===== src/rtl/sm_arb_pkg.sv =====
package sm_arb_pkg;
    localparam int unsigned DEF_MASTERS  = 4;
    localparam int unsigned DEF_PRIO_W   = 2;
    localparam int unsigned DEF_LEN_W    = 4;

    typedef enum logic [2:0] {
        ACT_STALL,
        ACT_KEEP,
        ACT_TICK,
        ACT_GRANT,
        ACT_RELOAD,
        ACT_PARK
    } act_e;
endpackage


===== src/rtl/sm_arb_rr.sv =====
module sm_arb_rr #(
    parameter int unsigned NM = 4,
    localparam int unsigned IW = (NM > 1) ? $clog2(NM) : 1
) (
    input  logic [NM-1:0] cand,
    input  logic [IW-1:0] ptr,
    output logic          found,
    output logic [IW-1:0] idx
);
    always_comb begin
        found = 1'b0;
        idx   = '0;
        for (int k = 0; k < NM; k++) begin
            int j;
            j = (int'(ptr) + k) % NM;
            if (!found && cand[j]) begin
                found = 1'b1;
                idx   = IW'(j);
            end
        end
    end
endmodule


===== src/rtl/sm_arb_prio.sv =====
module sm_arb_prio #(
    parameter int unsigned NM = 4,
    parameter int unsigned PW = 2,
    localparam int unsigned IW = (NM > 1) ? $clog2(NM) : 1
) (
    input  logic [NM-1:0]    cand,
    input  logic [NM*PW-1:0] prio,
    output logic             found,
    output logic [IW-1:0]    idx,
    output logic             all_equal
);
    logic [PW-1:0] best;
    logic [PW-1:0] first;

    always_comb begin
        found     = 1'b0;
        idx       = '0;
        best      = '0;
        first     = '0;
        all_equal = 1'b1;
        for (int i = 0; i < NM; i++) begin
            if (cand[i]) begin
                if (!found) begin
                    found = 1'b1;
                    idx   = IW'(i);
                    best  = prio[i*PW +: PW];
                    first = prio[i*PW +: PW];
                end else begin
                    if (prio[i*PW +: PW] != first) all_equal = 1'b0;
                    if (prio[i*PW +: PW] > best) begin
                        best = prio[i*PW +: PW];
                        idx  = IW'(i);
                    end
                end
            end
        end
    end
endmodule


===== src/rtl/sm_arb_pick.sv =====
module sm_arb_pick #(
    parameter int unsigned NM = 4,
    parameter int unsigned PW = 2,
    localparam int unsigned IW = (NM > 1) ? $clog2(NM) : 1
) (
    input  logic [NM-1:0]    cand,
    input  logic [NM*PW-1:0] prio,
    input  logic [IW-1:0]    rr_ptr,
    output logic             found,
    output logic [IW-1:0]    win,
    output logic             used_rr
);
    logic          rr_found, p_found, eq;
    logic [IW-1:0] rr_idx, p_idx;

    sm_arb_rr #(.NM(NM)) u_rr (
        .cand (cand),
        .ptr  (rr_ptr),
        .found(rr_found),
        .idx  (rr_idx)
    );

    sm_arb_prio #(.NM(NM), .PW(PW)) u_prio (
        .cand     (cand),
        .prio     (prio),
        .found    (p_found),
        .idx      (p_idx),
        .all_equal(eq)
    );

    assign found   = eq ? rr_found : p_found;
    assign win     = eq ? rr_idx : p_idx;
    assign used_rr = eq && rr_found;
endmodule


===== src/rtl/sm_slave_arb.sv =====
module sm_slave_arb
    import sm_arb_pkg::*;
#(
    parameter int unsigned NM = DEF_MASTERS,
    parameter int unsigned PW = DEF_PRIO_W,
    parameter int unsigned LW = DEF_LEN_W,
    localparam int unsigned IW = (NM > 1) ? $clog2(NM) : 1
) (
    input  logic             clk,
    input  logic             rst,
    input  logic             hready,
    input  logic [NM-1:0]    req,
    input  logic [NM*PW-1:0] req_prio,
    input  logic [NM*LW-1:0] req_len,
    input  logic [NM-1:0]    hsel,
    input  logic             bus_lock,
    input  logic [NM-1:0]    txn_end,
    output logic [IW-1:0]    grant_id,
    output logic             port_idle
);
    logic [IW-1:0] sel_q, sel_d, rr_q, rr_d;
    logic          idle_q, idle_d;
    logic [LW-1:0] cnt_q, cnt_d;
    logic [NM-1:0] cur_oh, cand;
    logic          found, used_rr;
    logic [IW-1:0] win;
    logic [LW-1:0] win_len, cur_len;
    logic          expired;
    act_e          act;

    function automatic logic [LW-1:0] eff_len(input logic [LW-1:0] v);
        return (v == '0) ? LW'(1) : v;
    endfunction

    assign cur_oh  = NM'(1) << sel_q;
    assign cand    = idle_q ? req : (req & ~cur_oh);
    assign win_len = eff_len(req_len[win*LW +: LW]);
    assign cur_len = eff_len(req_len[sel_q*LW +: LW]);
    assign expired = (cnt_q <= LW'(1));

    sm_arb_pick #(.NM(NM), .PW(PW)) u_pick (
        .cand   (cand),
        .prio   (req_prio),
        .rr_ptr (rr_q),
        .found  (found),
        .win    (win),
        .used_rr(used_rr)
    );

    always_comb begin
        if (!hready)                 act = ACT_STALL;
        else if (!idle_q && bus_lock) act = ACT_KEEP;
        else if (idle_q)             act = found ? ACT_GRANT : ACT_KEEP;
        else if (expired) begin
            if (found)               act = ACT_GRANT;
            else if (hsel[sel_q])    act = ACT_RELOAD;
            else                     act = ACT_PARK;
        end else if (txn_end[sel_q] || !hsel[sel_q])
                                     act = found ? ACT_GRANT : ACT_PARK;
        else                         act = ACT_TICK;
    end

    always_comb begin
        sel_d  = sel_q;
        idle_d = idle_q;
        cnt_d  = cnt_q;
        rr_d   = rr_q;
        unique case (act)
            ACT_GRANT: begin
                sel_d  = win;
                idle_d = 1'b0;
                cnt_d  = win_len;
                if (used_rr) rr_d = IW'((int'(win) + 1) % NM);
            end
            ACT_RELOAD: cnt_d  = cur_len;
            ACT_TICK:   cnt_d  = cnt_q - LW'(1);
            ACT_PARK:   idle_d = 1'b1;
            default: ;
        endcase
    end

    always_ff @(posedge clk) begin
        if (rst) begin
            sel_q  <= '0;
            idle_q <= 1'b1;
            cnt_q  <= '0;
            rr_q   <= '0;
        end else begin
            sel_q  <= sel_d;
            idle_q <= idle_d;
            cnt_q  <= cnt_d;
            rr_q   <= rr_d;
        end
    end

    assign grant_id  = sel_q;
    assign port_idle = idle_q;

    logic [NM-1:0] req_seen;
    always_ff @(posedge clk) begin
        if (rst) req_seen <= '0;
        else     req_seen <= req;
    end

    // a stalled edge leaves every register alone
    a_r11_stall_freeze: assert property (@(posedge clk) disable iff (rst)
        !hready |=> ($stable(grant_id) && $stable(port_idle) && $stable(cnt_q) && $stable(rr_q)));

    // lock keeps the holder
    a_r3_lock_keeps: assert property (@(posedge clk) disable iff (rst)
        (hready && !port_idle && bus_lock) |=> (!port_idle && $stable(grant_id)));

    // idle port with nobody asking stays idle
    a_r4_idle_stays: assert property (@(posedge clk) disable iff (rst)
        (hready && port_idle && (req == '0)) |=> (port_idle && $stable(grant_id)));

    // a grant from idle lands on a master that was requesting
    a_r2_grant_requester: assert property (@(posedge clk) disable iff (rst)
        (hready && port_idle && (req != '0)) |=> (!port_idle && req_seen[grant_id]));

    // running tenure counts down with the holder unchanged
    a_r6_tenure_tick: assert property (@(posedge clk) disable iff (rst)
        (hready && !port_idle && !bus_lock && (cnt_q > LW'(1)) && hsel[grant_id] && !txn_end[grant_id])
        |=> (!port_idle && $stable(grant_id) && (cnt_q == $past(cnt_q) - LW'(1))));

    // a granted tenure is never zero
    a_r5_tenure_nonzero: assert property (@(posedge clk) disable iff (rst)
        !port_idle |-> (cnt_q != '0));
endmodule


===== config.mk =====
export PLATFORM = sky130hd
export DESIGN_NAME = sm_slave_arb
export DESIGN_NICKNAME = d
export VERILOG_FILES = /design/src/rtl/sm_arb_pkg.sv /design/src/rtl/sm_arb_rr.sv /design/src/rtl/sm_arb_prio.sv /design/src/rtl/sm_arb_pick.sv /design/src/rtl/sm_slave_arb.sv
export SDC_FILE = /design/constraint.sdc
export NUM_CORES = 1
export LEC_CHECK = 0
export BUFFER_PORTS_ARGS = -buffer_cell sky130_fd_sc_hd__buf_2
export CORE_MARGIN = 4
export CORE_UTILIZATION = 30
export DETAILED_ROUTE_END_ITERATION = 6
export PLACE_DENSITY_LB_ADDON = 0.1
export SLEW_MARGIN = 20
export SYNTH_ARGS = -nofsm -noshare
export SYNTH_HDL_FRONTEND = slang
export SYNTH_SLANG_ARGS = --single-unit

===== constraint.sdc =====
create_clock -name clk -period 8.3 [get_ports clk]
set_input_delay 1.66 -clock clk [delete_from_list [all_inputs] [get_ports clk]]
set_output_delay 1.66 -clock clk [all_outputs]
set_load 0.01 [all_outputs]

======== Yosys cells after proc, flatten, opt, wreduce, memory -nomap -nowiden ========
Cells that the tools add are included.
word-level totals
  output and inout port bits .............. 3
  word-level logic and storage cells ...... 115
  register bits ........................... 9
cells by class
  shift operators ......................... 3
  mux-type cells .......................... 69
  reductions and logical operators ........ 16
  bitwise logic cells ..................... 2
  add/subtract/negate cells ............... 5
  eq/ne operators ......................... 7
  magnitude comparators ................... 9
operator list
  kind                                                                   number
  2-bit two-way mux                                                      23
  16-bit by 5-bit variable part select with 4-bit output                 2
  1-bit two-way mux                                                      28
  3-bit two-way mux                                                      7
  2-bit by 3-bit < comparator with 1-bit output, second input constant   5
  1-bit binary-select mux with 2-bit select                              6
  4-bit two-way mux                                                      3
  4-bit case mux with 3 select lines                                     1
  4-bit zero test                                                        2
  3-bit by 2-bit == test with 1-bit output, second input constant        2
  3-bit == test, second input constant                                   2
  2-bit greater-than comparator                                          3
  2-bit inequality test                                                  3
  1-bit logical AND                                                      5
  1-bit zero test                                                        5
  2-bit by 1-bit adder with 2-bit output, second input constant          2
  2-bit adder, second input constant                                     2
  4-bit AND                                                              1
  4-bit by 1-bit <= comparator with 1-bit output, second input constant  1
  4-bit inverter                                                         1
  1-bit by 2-bit << shifter with 4-bit output, first input constant      1
  4-bit by 1-bit subtractor with 4-bit output, second input constant     1
  3-bit nonzero test                                                     1
  1-bit case mux with 2 select lines                                     1
  3 further kinds                                                        3

======== Depth between registers and ports, before layout ========
  depth in word-level cells ............... 25
  mapped depth ............................ 23
  mapped depth without buffers ............ 21

======== Modules after synthesis ========
A second synthesis with hierarchy kept.
second synthesis, totals
  cells, all modules ...................... 174
  area, all modules ....................... 1452.6 µm²
by module, submodules not included
  module        sequential area each (µm²)  cells an instance  area an instance (µm²)  times used
  sm_slave_arb  180.2                       88                 853.3                   1
  sm_arb_prio   0.0                         67                 480.5                   1
  sm_arb_rr     0.0                         15                 77.6                    1
  sm_arb_pick   0.0                         4                  41.3                    1

======== Worst setup path before layout ========
No wires, ideal clock.
  kind .................................... input -> register
  start point ............................. input port req[0]
  end point ............................... register cnt_q[0]
  required time ........................... 8225 ps
  path buffers ............................ 2
  slack ................................... 2744 ps
  arrival ................................. 5481 ps
  library setup time ...................... 75 ps
  cell stages on the path ................. 21
  cell sequence ........................... buf_2 > o311ai_2 > ha_1 > nand3b_1 > a31o_2 > ha_1 > inv_1 > o221ai_1 > a21boi_0 > o21ai_0 > ha_1 > nand2_1 > o21ai_0 > inv_1 > o21ai_0 > a22oi_2 > or2_1 > buf_6 > o32a_1 > or3b_1 > o22ai_1
on the way
  word-level cells in the longest chain between the ends .. 23
  elaborated cells on any way between the ends .. 81
  those cells by class .................... 3 x order compare; 6 x eq/ne; 1 x shift; 62 x mux; 1 x bitwise; 8 x reduce/logical
ends and longest elaborated chain
  what                                                                                    line                RTL
  from (decl)                                                                             sm_slave_arb.sv:12  input logic [NM-1:0] req,
  4-bit AND                                                                               sm_slave_arb.sv:36  assign cand = idle_q ? req : (req & ~cur_oh);
  4-bit two-way mux *                                                                     sm_slave_arb.sv:36
  parallel branches: the longest is 21 deep, another holds 2-bit greater-than comparator  -
  to (signal assigned)                                                                    sm_slave_arb.sv:91  cnt_q <= cnt_d;
  to (decl)                                                                               sm_slave_arb.sv:23  logic [LW-1:0] cnt_q, cnt_d;
Every way passes the cells marked *. The select of a mux whose other input is x is not followed.
A chain may end at the register's enable or synchronous reset.

======== Final worst setup path ========
Ends and elaborated chain as after synthesis.

==> parameters.txt <==
Parameter                              Value

Run status
  Outcome ... finished, final reports clean

Yosys
  Number of nets in the synthesized netlist ... 260
  Ys async rst share ... 0%
  Share of synthesized area occupied by flip-flops and latches ... 11.5%
  EDFF count, synth ... 0
  Number of cells produced by synthesis ... 211
  Average cell area after synthesis ... 7.45 µm²
  Number of synthesis warnings ... 0
  Most common flop cell mapped by yosys ... dfxtp_1
  Netlist Area Pre-Place ... 1570 µm²
  Area share of the largest cell type after synthesis ... 11.5%
  Number of distinct standard cells referenced by the synthesized netlist ... 61
  Largest cells by area after synthesis ... dfxtp_1, mux4_2, ha_1, nor2_1, o21ai_0
  Dominant cell type by area after synthesis ... dfxtp_1
  Number of flip-flops and latches in the synthesized netlist ... 9

CTS
  Sinks on the clock net ... 9
  Depth of the CTS H-tree ... 1
  Buffer depth of the longest clock path ... 2
  Postcts setup bufs ... 0
  CTS tree ... built
  Hold buffer count at CTS ... 0
  Clock insertion delay at the later pin of the skew report ... 0.24 ns
  Post-cts repair resize count ... 0
  Clk Tree Root Cell ... clkbuf_8
  Number of buffers created by CTS ... 3
  Clock transition at path regs ... 0.05 ns

Placement
  Placed instance count ... 312
  Placed Instance Area ... 1810 µm²
  Final estimated routing congestion in global placement ... 0.793
  Final HPWL DP ... 3.60 mm
  Number of port buffers ... 42

Critical path
  Required time of the worst setup path ... 8.47 ns
  Data arrival time of the worst path ... 5.97 ns
  Startpoint types ... primary input
  Largest driver fanout on the critical path ... 10
  Register-to-register path setup slack ... 3.12 ns
  Crit Path Class ... in -> reg
  Critical Path End Type ... register

Route
  Post-DR wirelength/cell ... 14.3 µm
  Met1 Wirelength ... 2.29 mm
  Vias/cell ... 5.40
  First-pass DRT Iterations ... 4
  Routed vias ... 1705
  Post-route DRC ... 0
  Detail Route Antenna Nets ... 0
  Number of violations reported at the end of detailed-routing iteration 0 ... 112
  Highest layer used for signal routing ... met4
  Total length of routed met3 wires ... 263 µm
  Met2 WL post-DR ... 1.91 mm
  Post-detailed-routing wire length ... 4.50 mm

STA
  Time the final worst path needs with I/O delays and setup ... 5.80 ns
  Highest attainable clock frequency ... 172 MHz
  Final hold violation count ... 0
  Final setup skew ... 0.00320 ns
  Final setup fails ... 0
  Actual slew at the worst max-slew pin ... 0.917 ns
  Worst slew margin relative to its limit ... 38.8%
  Share of the clock period used by the worst path ... 69.9%
  Total negative slack ... 0 ns
  Setup repair after global routing missed its margin ... false
  Max-slew violation count ... 0

Global routing
  Largest net degree at the start of global routing ... 21
  Global-route usage over all layers ... 14.2%
  Number of global-route vias before repair ... 1617
  Total grt overflow ... 0
  First-pass GRT wire length ... 7.41 mm
  Initial antenna violation count ... 0

Layout
  Final Net Count ... 296
  Filler instances ... 548
  P&R area growth vs syn ... 18.0%
  Layout Cells excl Fill ... 316
  Register area ... 180 µm²
  Fraction of layout instances using a drive strength above 1 ... 26.0%
  Area used by multi-input combinational logic ... 1270 µm²
  Fraction of the core area covered by cells at the end of the flow ... 36.3%
  Antenna fix cells ... 0
  Commonest cells after routing, fill and taps aside ... buf_2, nor2_1, inv_1
  Most common cell after layout, fill and taps aside ... buf_2
  Finished layout cell area ... 1860 µm²

Floorplan
  Floorplan die area ... 6460 µm²
  Boundary Pins ... 43
  Chip Width ... 80.4 µm
  Core region area ... 5110 µm²
  Effective utilization at floorplan ... 30.8%
  Std cell rows ... 26
  Chip Height ... 80.4 µm

Pwr
  Leakage ... 0.000766 µW
  Power density over cell area ... 150 nW/µm²
  Worst IR Drop VDD ... 50.7 µV
  Overall power of the completed layout ... 278 µW

Hold path
  Path category of the worst min-delay check ... reg -> reg

Flow run
  # Max-Cap Violations ... 0
## routing by layer
metal	track usage [%]	up-vias
li1	-	874
met1	20.2	774
met2	22.9	52
met3	1.35	5
met4	3.55	0
met5	0	-
## registers in the layout, indices dropped and copies added (netlist names)
name and cells:
grant_id 2, rr_q 2, cnt_q 4, port_idle 1
## area by class of cell
cell class,count,area share (%)
tap,70,4.72
inverter,17,3.44
sequential,9,9.71
timing repair buffer,42,11.3
clock inverter,1,0.270
multi-input combinational,174,68.3
clock buffer,3,2.23
## kinds of logic (layout without fill, tap and decap cells)
| logic type | count (synthesis) | in the layout | share of synthesized area, % |
|---|---|---|---|
| buf+inv | 28 | 63 | 7.95 |
| fa+ha+maj | 9 | 9 | 7.16 |
| compound gates | 76 | 76 | 35.7 |
| xor+xnor | 6 | 6 | 3.34 |
| mux | 7 | 7 | 9.23 |
| simple gates | 76 | 76 | 25.1 |
| flops | 9 | 9 | 11.5 |
## cell usage after synthesis (2+ instances only)
master    instances
a221o_1           2
o31a_1            2
nor3_1            8
nand3b_1          2
nor3b_1           4
o221ai_1          3
nand2_1          13
a311oi_1          2
nor2b_1           5
inv_1            17
o22ai_1           3
nor2_1           22
clkbuf_1          4
a211oi_1          3
xnor2_1           6
o311ai_0          3
a21oi_1          12
nand2b_1          2
o21a_1            4
buf_6             2
mux4_2            6
o41ai_2           2
or2_1             2
dfxtp_1           9
nand3_1           4
o211ai_1          3
a31oi_1           3
o21ai_0          16
buf_2             3
ha_1              9
or2_2             2
and2_1            4
## report_power, final
group	switching [µW]	internal [µW]	total [µW]
registers	16.8	49.9	66.7
logic	84.9	74.2	159
clock network	19.7	32.9	52.6
## stage by stage
step                      worst slack (ns)  hold WS [ns]
after floorplan                       2.74         0.502
after global placement                2.38         0.525
after detailed placement              2.32         0.532
after CTS                             2.53         0.538
after global routing                  2.01         0.565
final                                 2.50         0.529
## path summary, 6_finish.rpt
| check | endpoint | depth (start not counted) | start |
|---|---|---|---|
| min reg2reg | cnt_q[3]$_SDFFE_PP0P_ | 2 | cnt_q[3]$_SDFFE_PP0P_ |
| max | cnt_q[0]$_SDFFE_PP0P_ | 21 | req[0] |
| max reg2reg | cnt_q[0]$_SDFFE_PP0P_ | 20 | grant_id[1]$_SDFFE_PP0N_ |
| min | cnt_q[3]$_SDFFE_PP0P_ | 2 | cnt_q[3]$_SDFFE_PP0P_ |
## critical path: stages
cell and delay (ns):
buf_2 0.18, o311ai_2 0.19, ha_1 0.39, nand3b_1 0.09, a31o_2 0.25, ha_1 0.27, inv_1 0.04, o221ai_1 0.22
a21boi_0 0.39, o21ai_0 0.14, ha_1 0.29, nand2_1 0.05, o21ai_0 0.07, inv_1 0.05, o21ai_0 0.33, nand2_1 0.09
a21oi_1 0.37, nor3b_1 0.10, o32a_1 0.34, or3b_1 0.36, o22ai_1 0.10
Power figures use the tool's default switching activity.
